<file path="src/rtl/seg_desc_pkg.sv">
package seg_desc_pkg;

   localparam int unsigned DESC_WORD_W = 32;
   localparam int unsigned RAW_LIMIT_W = 20;
   localparam int unsigned TYPE_W      = 5;
   localparam int unsigned DPL_W       = 2;

   typedef enum logic [2:0] {
      ST_IDLE     = 3'd0,
      ST_ISSUE_LO = 3'd1,
      ST_WAIT_LO  = 3'd2,
      ST_ISSUE_HI = 3'd3,
      ST_WAIT_HI  = 3'd4
   } fetch_state_e;

   typedef struct packed {
      logic [DESC_WORD_W-1:0] base;
      logic [TYPE_W-1:0]      kind;
      logic [DPL_W-1:0]       dpl;
      logic                   present;
      logic                   big;
   } desc_fields_t;

endpackage

</file>
<file path="src/rtl/seg_desc_decode.sv">
module seg_desc_decode
   import seg_desc_pkg::*;
#(
   parameter int unsigned GRAN_SHIFT = 12,
   localparam int unsigned LIM_W     = RAW_LIMIT_W + GRAN_SHIFT
) (
   input  logic [DESC_WORD_W-1:0] word_lo,
   input  logic [DESC_WORD_W-1:0] word_hi,
   output desc_fields_t           fields,
   output logic [LIM_W-1:0]       eff_limit
);

   logic [RAW_LIMIT_W-1:0] raw_limit;
   logic                   gran;
   logic                   unused_hi;

   assign raw_limit = {word_hi[19:16], word_lo[15:0]};
   assign gran      = word_hi[23];
   assign unused_hi = ^word_hi[21:20];

   assign fields.base    = {word_hi[31:24], word_hi[7:0], word_lo[31:16]};
   assign fields.kind    = word_hi[12:8];
   assign fields.dpl     = word_hi[14:13];
   assign fields.present = word_hi[15];
   assign fields.big     = word_hi[22];

   generate
      if (GRAN_SHIFT == 0) begin : g_no_gran
         assign eff_limit = raw_limit;
      end else begin : g_gran
         assign eff_limit = gran ? {raw_limit, {GRAN_SHIFT{1'b1}}}
                                 : {{GRAN_SHIFT{1'b0}}, raw_limit};
      end
   endgenerate

endmodule

</file>
<file path="src/rtl/seg_table_regs.sv">
module seg_table_regs
   import seg_desc_pkg::*;
#(
   parameter int unsigned ADDR_W = 32,
   parameter int unsigned LIM_W  = 32,
   parameter int unsigned SEL_W  = 16
) (
   input  logic                   clk,
   input  logic                   rst_n,
   input  logic                   cfg_we,
   input  logic [ADDR_W-1:0]      cfg_base,
   input  logic [LIM_W-1:0]       cfg_limit,
   input  logic                   inst_we,
   input  logic [DESC_WORD_W-1:0] inst_base,
   input  logic [LIM_W-1:0]       inst_limit,
   input  logic [SEL_W-1:0]       inst_sel,
   input  logic                   use_local,
   output logic [ADDR_W-1:0]      pick_base,
   output logic [LIM_W-1:0]       pick_limit,
   output logic [ADDR_W-1:0]      loc_base,
   output logic [LIM_W-1:0]       loc_limit,
   output logic [SEL_W-1:0]       loc_sel
);

   logic [ADDR_W-1:0] glb_base_q;
   logic [LIM_W-1:0]  glb_limit_q;
   logic [ADDR_W-1:0] loc_base_q;
   logic [LIM_W-1:0]  loc_limit_q;
   logic [SEL_W-1:0]  loc_sel_q;
   logic [ADDR_W-1:0] inst_base_ext;

   generate
      if (ADDR_W == DESC_WORD_W) begin : g_same_w
         assign inst_base_ext = inst_base;
      end else begin : g_wide
         assign inst_base_ext = {{(ADDR_W-DESC_WORD_W){1'b0}}, inst_base};
      end
   endgenerate

   always_ff @(posedge clk) begin
      if (!rst_n) begin
         glb_base_q  <= '0;
         glb_limit_q <= '0;
      end else if (cfg_we) begin
         glb_base_q  <= cfg_base;
         glb_limit_q <= cfg_limit;
      end
   end

   always_ff @(posedge clk) begin
      if (!rst_n) begin
         loc_base_q  <= '0;
         loc_limit_q <= '0;
         loc_sel_q   <= '0;
      end else if (inst_we) begin
         loc_base_q  <= inst_base_ext;
         loc_limit_q <= inst_limit;
         loc_sel_q   <= inst_sel;
      end
   end

   assign pick_base  = use_local ? loc_base_q  : glb_base_q;
   assign pick_limit = use_local ? loc_limit_q : glb_limit_q;
   assign loc_base   = loc_base_q;
   assign loc_limit  = loc_limit_q;
   assign loc_sel    = loc_sel_q;

endmodule

</file>
<file path="src/rtl/seg_fetch_ctrl.sv">
module seg_fetch_ctrl
   import seg_desc_pkg::*;
#(
   parameter int unsigned SEL_W   = 16,
   parameter int unsigned TI_BIT  = 2,
   parameter int unsigned IDX_LSB = 3,
   parameter int unsigned ADDR_W  = 32,
   parameter int unsigned LIM_W   = 32
) (
   input  logic                   clk,
   input  logic                   rst_n,
   input  logic                   req_valid,
   input  logic [SEL_W-1:0]       req_sel,
   input  logic                   req_load_local,
   input  logic [ADDR_W-1:0]      pick_base,
   input  logic [LIM_W-1:0]       pick_limit,
   output logic                   use_local,
   output logic                   mem_rd_req,
   output logic [ADDR_W-1:0]      mem_rd_addr,
   input  logic                   mem_rd_valid,
   input  logic [DESC_WORD_W-1:0] mem_rd_data,
   output logic [DESC_WORD_W-1:0] word_lo,
   input  desc_fields_t           dec_fields,
   input  logic [LIM_W-1:0]       dec_limit,
   output logic                   inst_we,
   output logic [SEL_W-1:0]       inst_sel,
   output logic                   busy,
   output logic                   done,
   output logic                   fault,
   output desc_fields_t           out_fields,
   output logic [LIM_W-1:0]       out_limit
);

   localparam int unsigned WORD_BYTES = DESC_WORD_W / 8;

   fetch_state_e           state_q, state_d;
   logic [ADDR_W-1:0]      addr_q;
   logic                   op_q;
   logic [SEL_W-1:0]       sel_q;
   logic [DESC_WORD_W-1:0] lo_q;
   logic                   done_q, fault_q;
   desc_fields_t           fields_q;
   logic [LIM_W-1:0]       limit_q;

   logic                   accept;
   logic                   out_of_range;
   logic                   last_word;
   logic [SEL_W-1:0]       ofs;

   assign ofs          = {req_sel[SEL_W-1:IDX_LSB], {IDX_LSB{1'b0}}};
   assign use_local    = req_sel[TI_BIT] & ~req_load_local;
   assign accept       = (state_q == ST_IDLE) && req_valid;
   assign out_of_range = LIM_W'(ofs) >= pick_limit;
   assign last_word    = (state_q == ST_WAIT_HI) && mem_rd_valid;

   always_comb begin
      state_d = state_q;
      unique case (state_q)
         ST_IDLE:     if (accept && !out_of_range) state_d = ST_ISSUE_LO;
         ST_ISSUE_LO: state_d = ST_WAIT_LO;
         ST_WAIT_LO:  if (mem_rd_valid) state_d = ST_ISSUE_HI;
         ST_ISSUE_HI: state_d = ST_WAIT_HI;
         ST_WAIT_HI:  if (mem_rd_valid) state_d = ST_IDLE;
         default:     state_d = ST_IDLE;
      endcase
   end

   always_ff @(posedge clk) begin
      if (!rst_n) begin
         state_q <= ST_IDLE;
         addr_q  <= '0;
         op_q    <= 1'b0;
         sel_q   <= '0;
         lo_q    <= '0;
         done_q  <= 1'b0;
         fault_q <= 1'b0;
      end else begin
         state_q <= state_d;
         done_q  <= last_word;
         fault_q <= accept && out_of_range;
         if (accept) begin
            addr_q <= pick_base + ADDR_W'(ofs);
            op_q   <= req_load_local;
            sel_q  <= req_sel;
         end
         if ((state_q == ST_WAIT_LO) && mem_rd_valid) begin
            lo_q <= mem_rd_data;
         end
      end
   end

   always_ff @(posedge clk) begin
      if (!rst_n) begin
         fields_q <= '0;
         limit_q  <= '0;
      end else if (accept) begin
         fields_q <= '0;
         limit_q  <= '0;
      end else if (last_word) begin
         fields_q <= dec_fields;
         limit_q  <= dec_limit;
      end
   end

   assign mem_rd_req  = (state_q == ST_ISSUE_LO) || (state_q == ST_ISSUE_HI);
   assign mem_rd_addr = (state_q == ST_ISSUE_HI) ? addr_q + ADDR_W'(WORD_BYTES) : addr_q;
   assign word_lo     = lo_q;
   assign inst_we     = last_word && op_q;
   assign inst_sel    = sel_q;
   assign busy        = (state_q != ST_IDLE);
   assign done        = done_q;
   assign fault       = fault_q;
   assign out_fields  = fields_q;
   assign out_limit   = limit_q;

endmodule

</file>
<file path="src/rtl/seg_desc_fetch.sv">
module seg_desc_fetch
   import seg_desc_pkg::*;
#(
   parameter int unsigned SEL_W      = 16,
   parameter int unsigned TI_BIT     = 2,
   parameter int unsigned IDX_LSB    = 3,
   parameter int unsigned ADDR_W     = 32,
   parameter int unsigned GRAN_SHIFT = 12,
   localparam int unsigned LIM_W     = RAW_LIMIT_W + GRAN_SHIFT
) (
   input  logic                   clk,
   input  logic                   rst_n,
   input  logic                   req_valid,
   input  logic [SEL_W-1:0]       req_sel,
   input  logic                   req_load_local,
   input  logic                   cfg_we,
   input  logic [ADDR_W-1:0]      cfg_base,
   input  logic [LIM_W-1:0]       cfg_limit,
   output logic                   mem_rd_req,
   output logic [ADDR_W-1:0]      mem_rd_addr,
   input  logic                   mem_rd_valid,
   input  logic [DESC_WORD_W-1:0] mem_rd_data,
   output logic                   busy,
   output logic                   done,
   output logic                   fault,
   output logic [DESC_WORD_W-1:0] desc_base,
   output logic [LIM_W-1:0]       desc_limit,
   output logic [TYPE_W-1:0]      desc_type,
   output logic [DPL_W-1:0]       desc_dpl,
   output logic                   desc_present,
   output logic                   desc_big,
   output logic [ADDR_W-1:0]      ldt_base,
   output logic [LIM_W-1:0]       ldt_limit,
   output logic [SEL_W-1:0]       ldt_sel
);

   generate
      if (TI_BIT >= IDX_LSB) begin : g_bad_ti
         $error("table-select bit must lie below the index field");
      end
      if (IDX_LSB >= SEL_W) begin : g_bad_idx
         $error("index field must lie inside the selector");
      end
      if (ADDR_W < DESC_WORD_W) begin : g_bad_addr
         $error("address width must hold a descriptor base");
      end
      if (LIM_W < SEL_W) begin : g_bad_lim
         $error("limit width must cover the selector offset");
      end
   endgenerate

   logic                   use_local;
   logic [ADDR_W-1:0]      pick_base;
   logic [LIM_W-1:0]       pick_limit;
   logic [DESC_WORD_W-1:0] word_lo;
   desc_fields_t           dec_fields;
   logic [LIM_W-1:0]       dec_limit;
   logic                   inst_we;
   logic [SEL_W-1:0]       inst_sel;
   desc_fields_t           out_fields;

   seg_table_regs #(
      .ADDR_W (ADDR_W),
      .LIM_W  (LIM_W),
      .SEL_W  (SEL_W)
   ) u_tables (
      .clk        (clk),
      .rst_n      (rst_n),
      .cfg_we     (cfg_we),
      .cfg_base   (cfg_base),
      .cfg_limit  (cfg_limit),
      .inst_we    (inst_we),
      .inst_base  (dec_fields.base),
      .inst_limit (dec_limit),
      .inst_sel   (inst_sel),
      .use_local  (use_local),
      .pick_base  (pick_base),
      .pick_limit (pick_limit),
      .loc_base   (ldt_base),
      .loc_limit  (ldt_limit),
      .loc_sel    (ldt_sel)
   );

   seg_desc_decode #(
      .GRAN_SHIFT (GRAN_SHIFT)
   ) u_decode (
      .word_lo   (word_lo),
      .word_hi   (mem_rd_data),
      .fields    (dec_fields),
      .eff_limit (dec_limit)
   );

   seg_fetch_ctrl #(
      .SEL_W   (SEL_W),
      .TI_BIT  (TI_BIT),
      .IDX_LSB (IDX_LSB),
      .ADDR_W  (ADDR_W),
      .LIM_W   (LIM_W)
   ) u_ctrl (
      .clk            (clk),
      .rst_n          (rst_n),
      .req_valid      (req_valid),
      .req_sel        (req_sel),
      .req_load_local (req_load_local),
      .pick_base      (pick_base),
      .pick_limit     (pick_limit),
      .use_local      (use_local),
      .mem_rd_req     (mem_rd_req),
      .mem_rd_addr    (mem_rd_addr),
      .mem_rd_valid   (mem_rd_valid),
      .mem_rd_data    (mem_rd_data),
      .word_lo        (word_lo),
      .dec_fields     (dec_fields),
      .dec_limit      (dec_limit),
      .inst_we        (inst_we),
      .inst_sel       (inst_sel),
      .busy           (busy),
      .done           (done),
      .fault          (fault),
      .out_fields     (out_fields),
      .out_limit      (desc_limit)
   );

   assign desc_base    = out_fields.base;
   assign desc_type    = out_fields.kind;
   assign desc_dpl     = out_fields.dpl;
   assign desc_present = out_fields.present;
   assign desc_big     = out_fields.big;

endmodule

</file>
<file path="config.mk">
export PLATFORM = sky130hd
export DESIGN_NAME = seg_desc_fetch
export DESIGN_NICKNAME = d
export VERILOG_FILES = /design/src/rtl/seg_desc_pkg.sv /design/src/rtl/seg_desc_decode.sv /design/src/rtl/seg_table_regs.sv /design/src/rtl/seg_fetch_ctrl.sv /design/src/rtl/seg_desc_fetch.sv
export SDC_FILE = /design/constraint.sdc
export NUM_CORES = 1
export LEC_CHECK = 0
export ABC_CLOCK_PERIOD_IN_PS = 10200
export BUFFER_PORTS_ARGS = -buffer_cell sky130_fd_sc_hd__buf_2
export CAP_MARGIN = 30
export CORE_ASPECT_RATIO = 0.9
export CORE_MARGIN = 2
export CORE_UTILIZATION = 58
export DETAILED_ROUTE_END_ITERATION = 7
export PLACE_DENSITY = 0.81
export RECOVER_POWER = 25
export SETUP_SLACK_MARGIN = 0.1
export SLEW_MARGIN = 20
export SYNTH_ARGS = -nofsm -noshare
export SYNTH_HDL_FRONTEND = slang
export SYNTH_SLANG_ARGS = --single-unit
export TNS_END_PERCENT = 100
</file>
<file path="constraint.sdc">
create_clock -name clk -period 10.2 [get_ports clk]
set_input_delay 1.02 -clock clk [delete_from_list [all_inputs] [get_ports clk]]
set_output_delay 1.02 -clock clk [all_outputs]
set_load 0.005 [all_outputs]
</file>
# Yosys cells after proc, flatten, opt, wreduce, memory -nomap -nowiden
# Index checks and enable logic that the tools add are counted.
# W data, S select, Z words.
[classes] add_sub_neg=2 order_cmp=1 eq_ne=7 n_mux=8 bitwise=3 reduce_logical=12
[ops] op="$mux W32" count=4
[ops] op="$add A32 B16 Y32" count=1
[ops] op="$add A32 B3 Y32 const B" count=1
[ops] op="$ge A16 B32 Y1" count=1
[ops] op="$pmux W3 S5" count=1
[ops] op="$mux W3" count=3
[ops] op="$eq A3 B2 Y1 const B" count=2
[ops] op="$logic_and A1 B1 Y1" count=6
[ops] op="$ne A2 B2 Y1 const B" count=3
[ops] op="$eq A3 B1 Y1 const B" count=1
[ops] op="$eq A3 B3 Y1 const B" count=1
[ops] op="$logic_not A3 Y1" count=1
[ops] op="$reduce_and A3 Y1" count=1
[ops] op="$reduce_bool A3 Y1" count=1
[ops] op="$not A1 Y1" count=2
[ops] op="$reduce_or A2 Y1" count=1
[ops] op="$and A1 B1 Y1" count=1
[ops] op="$logic_not A1 Y1" count=1
[ops] op="$logic_or A1 B1 Y1" count=1
[word_totals] reg_bits=303 input_bits=118

# Longest topological paths before layout
[logic_depth] ltp_word=8 depth_mapped=15 ltp_nobuf=11

# By module
# From an unflattened synthesis, not the netlist that was laid out.
[unflattened] cells_unflattened=1526 hier_area_um2=14579.0
[modules_own_cells] mod="seg_fetch_ctrl" instances=1 cells_each=915 area_per_inst_um2=7393.3 seq_area_each_um2=3183.1
[modules_own_cells] mod="seg_table_regs" instances=1 cells_each=535 area_per_inst_um2=6591.3 seq_area_each_um2=2882.8
[modules_own_cells] mod="seg_desc_decode" instances=1 cells_each=76 area_per_inst_um2=594.3 seq_area_each_um2=0.0

# Worst setup path after synthesis
# No wires, ideal clock.
[synth_timing] path_type="input to register" startpoint="input port req_load_local" endpoint="register u_ctrl.addr_q[26]" t_arrival_ns=4.393 required_ns=10.083 setup_slack_ns=5.690 path_stages=14 cell_sequence="nand2b_4 -> buf_4 -> buf_2 -> buf_1 -> buf_2 -> mux2_1 -> ha_1 -> nand3_1 -> nor3_1 -> o21ai_0 -> and3_1 -> clkbuf_1 -> or3_1 -> a32o_1"
[synth_between] elab_chain_len=4
[synth_lines] element="from (decl)" line_no="seg_desc_fetch.sv:15" text="input logic req_load_local,"
[synth_lines] element="$not A1 Y1" line_no="seg_fetch_ctrl.sv:51" text="assign use_local = req_sel[TI_BIT] & ~req_load_local;"
[synth_lines] element="$and A1 B1 Y1" line_no="seg_fetch_ctrl.sv:51"
[synth_lines] element="$mux W32" line_no="seg_table_regs.sv:62" text="assign pick_base = use_local ? loc_base_q : glb_base_q;"
[synth_lines] element="$add A32 B16 Y32" line_no="seg_fetch_ctrl.sv:82" text="addr_q <= pick_base + ADDR_W'(ofs);"
[synth_lines] element="to (signal assigned)" line_no="seg_fetch_ctrl.sv:82"
[synth_lines] element="to (decl)" line_no="seg_fetch_ctrl.sv:37" text="logic [ADDR_W-1:0] addr_q;"
# No other way between the ends.
# A chain may end at the register's enable or synchronous reset.

# Final worst setup path
[layout_timing] startpoint="input port rst_n" endpoint="register u_tables.loc_limit_q[16], in the netlist u_tables.loc_limit[16]"
[layout_lines] element="from (decl)" line_no="seg_desc_fetch.sv:12" text="input logic rst_n,"
[layout_lines] element="to (signal assigned)" line_no="seg_table_regs.sv:57" text="loc_limit_q <= inst_limit;"
[layout_lines] element="to (decl)" line_no="seg_table_regs.sv:28" text="logic [LIM_W-1:0] loc_limit_q;"
# No word-level cell between the ends.

==> flow_summary.json <==
{
  "status": "complete, but fails checks",
  "violations": "max-capacitance violations, max-slew violations",
  "wire_per_inst_um": 20.14,
  "nFillCells": 1831,
  "io_buffers": 306,
  "syn_area_per_cell_um2": 8.830,
  "cts_tree": "yes",
  "overflow": 0,
  "cp_num_buf_inv": 3,
  "cts_root_buf": "clkbuf_16",
  "synth-seq-cells": 303,
  "core.rowCount": 52,
  "gp_congestion": 0.9040,
  "drc": 0,
  "slew_viol_final": 236,
  "reg2reg_to": "u_ctrl.addr_q[29]",
  "grt_pass1_vias": 11034,
  "fmax_mhz": 171.4,
  "synth.most_common_cell": "nand2_1",
  "synth_top_area_share_pct": 45.59,
  "slew_headroom_pct": -131.0,
  "ctsHoldBuffers": 0,
  "clk_latency_ps": 560,
  "p_leak_uw": 0.007103,
  "dieArea_um2": 24170,
  "tightest_slew_ps": 3466,
  "nNetsFinal": 1898,
  "synth_common_cells": "346 x nand2_1, 303 x dfxtp_1, 108 x mux2i_1",
  "drive_gt1_share_pct": 20.67,
  "critical_path_required_ps": 10700,
  "layout.cells.non_filler": 2069,
  "place_ws_ps": 5703,
  "grt_start_max_net_pins": 117,
  "numCtsBuffers": 29,
  "r2r_setup_slack_ps": 7220,
  "p_per_area_nw_per_um2": 164.3,
  "synth_area_leaders": "dfxtp_1 46%, nand2_1 9.8%, mux2i_1 8.1%",
  "skew_ps": 11.60,
  "final_hold_viol_count": 0,
  "grt_antenna_before_repair": 1,
  "finalWirelength_mm": 41.67,
  "worstPathMaxFanout": 98,
  "reg2regPathDepth": 10,
  "syn-num-nets": 1653,
  "ys_warn_count": 0,
  "path_clk_slew_ps": 60,
  "synth_area_um2": 13310,
  "worstHoldStart": "u_ctrl.addr_q[1]",
  "worst_slack_ps": 4366,
  "drtIter0Drc": 1152,
  "final.min_clock_period_ps": 5834,
  "cts_max_level": 1,
  "worstSetupPathType": "input pin to flip-flop",
  "place_inst": 2016,
  "ys_seq_area_share_pct": 45.59,
  "ys_dominant_reg_cell": "dfxtp_1",
  "io_pins": 307,
  "finalCritPeriodShare_pct": 57.19,
  "rsz0062_at_grt": "no",
  "syn_to_final_growth_pct": 19.41,
  "vias": 11916,
  "cts.repair.resized": 0,
  "grtUsageTotal_pct": 33.12,
  "yosys.area.top_type": "dfxtp_1",
  "arrival_ps": 6330,
  "tns_ps": 0,
  "async_flop_share_pct": 0,
  "ant_nets": 0,
  "firstDrtPassIters": 5,
  "path_cells": "clkbuf_1 > clkbuf_1 > clkbuf_1 > o211a_1",
  "coreArea_um2": 22510,
  "end_kind": "flip-flop",
  "post-cts-setup-buffers": 0,
  "synthCells": 1507,
  "dp_hpwl_mm": 29.74,
  "hold_depth": 2,
  "die_x_um": 163.7,
  "ir_drop_v": 0.0001152,
  "worst_path_most_repeated_cell": "clkbuf_1",
  "cts_buffer_depth": 3,
  "yosysUniqueCellTypes": 57,
  "cts.sink_count": 303,
  "multiInputGateArea_um2": 6818,
  "hold_end": "u_ctrl.addr_q[1]",
  "path_delay_family": "buffers and inverters",
  "hold_path_class": "flip-flop to flip-flop",
  "synth_edf_count": 0,
  "die_y_um": 147.7,
  "rr_startpoint": "u_tables.loc_base[3]",
  "slowest_delay_ps": 2490,
  "vias_per_cell": 5.759,
  "start_util_pct": 59.11,
  "cp-start-kind": "input pin",
  "max_cap_violations": 4,
  "seq_area_um2": 6066,
  "finalSetupViolations": 0,
  "grt_pass1_wl_mm": 62.20,
  "cp_slowest_cell": "clkbuf_1"
}
cells in the final DEF, fill, tap and decap left out, types with 29 or more instances in the layout:
cell type,instances
dfxtp_1,303
a21boi_0,35
nor2b_1,68
mux2i_1,108
nand2_1,344
nor2_1,62
a21oi_1,69
buf_2,298
a21boi_1,60
clkbuf_16,29
nand3_1,43
per-stage QoR:
stage	total power [µW]	util (%)	cell area (µm²)	hold slack [ps]
final	2610	70.58	15890	448.7
after global routing	2688	70.58	15890	475.1
after CTS	2613	70.62	15900	450.2
after detailed placement	1537	66.37	14940	442.0
after global placement	1531	66.16	14890	437.2
after floorplan	1435	-	13310	428.7
layout make-up:
type	instances	area share, %
antenna	1	0.01575
clock inverter	9	0.7323
tap	297	2.339
multi-input combinational	1090	42.91
clock buffer	41	5.292
timing repair buffer	319	10.32
sequential	303	38.18
inverter	9	0.2126
worst register-to-register path, delay by kind of cell, from the launching register on:
kind	cells	cell delay (ps)
AOI/OAI and AO/OA	3	1040
adders and majority gates	2	590
buffers and inverters	1	60
DFF	1	410
muxes	1	180
and+or+nand+nor	3	650
where the power goes:
group / internal, µW / leakage (µW) / switching, µW
logic: 110 / 0.00417 / 149
clock network: 624 / 0.000472 / 466
registers: 1220 / 0.00246 / 37.7
logic make-up (layout without fill, tap and decap cells):
family	Yosys count	count (layout)	share of synthesized area (%)
XOR/XNOR	43	43	2.830
multiplexers	128	128	9.835
AND/OR/NAND/NOR	590	590	19.92
buffers and inverters	114	378	3.347
other	0	1	0
flip-flops	303	303	45.59
adder cells (fa/ha/maj)	28	28	2.689
AO/OA/AOI/OAI	301	301	15.79
routing by layer:
metal,vias up,part of all wire (%),track usage [%]
li1,5665,-,-
met1,5635,43,46.51
met2,534,44,50.15
met3,82,9.3,7.688
met4,0,3.7,11.45
met5,-,0,0
registers in the layout, summed over array words and instances (netlist names):
register and count:
u_ctrl.out_limit 32, u_ctrl.done 1, u_ctrl.fault 1, u_ctrl.word_lo 32, u_ctrl.inst_sel 16, u_tables.glb_base_q 32
u_ctrl.op_q 1, u_ctrl.out_fields 41, u_tables.loc_base 32, u_tables.loc_limit 32, u_tables.glb_limit_q 32, u_tables.loc_sel 16
u_ctrl.addr_q 32, u_ctrl.state_q 3
how the worst max path moves through the flow:
| stage | startpoint | endpoint | slack, ps | cells after the start |
|---|---|---|---|---|
| detailed placement | req_load_local | u_ctrl.addr_q[29] | 5700 | 12 |
| floorplan | req_load_local | u_ctrl.addr_q[26] | 5690 | 14 |
| CTS | req_load_local | u_ctrl.addr_q[29] | 6230 | 12 |
| global route | rst_n | u_tables.loc_limit[2] | 3850 | 4 |
| finish | rst_n | u_tables.loc_limit[16] | 4370 | 4 |
| global placement | req_load_local | u_ctrl.addr_q[29] | 5780 | 12 |
No activity file was read; power rests on OpenSTA's default activity.
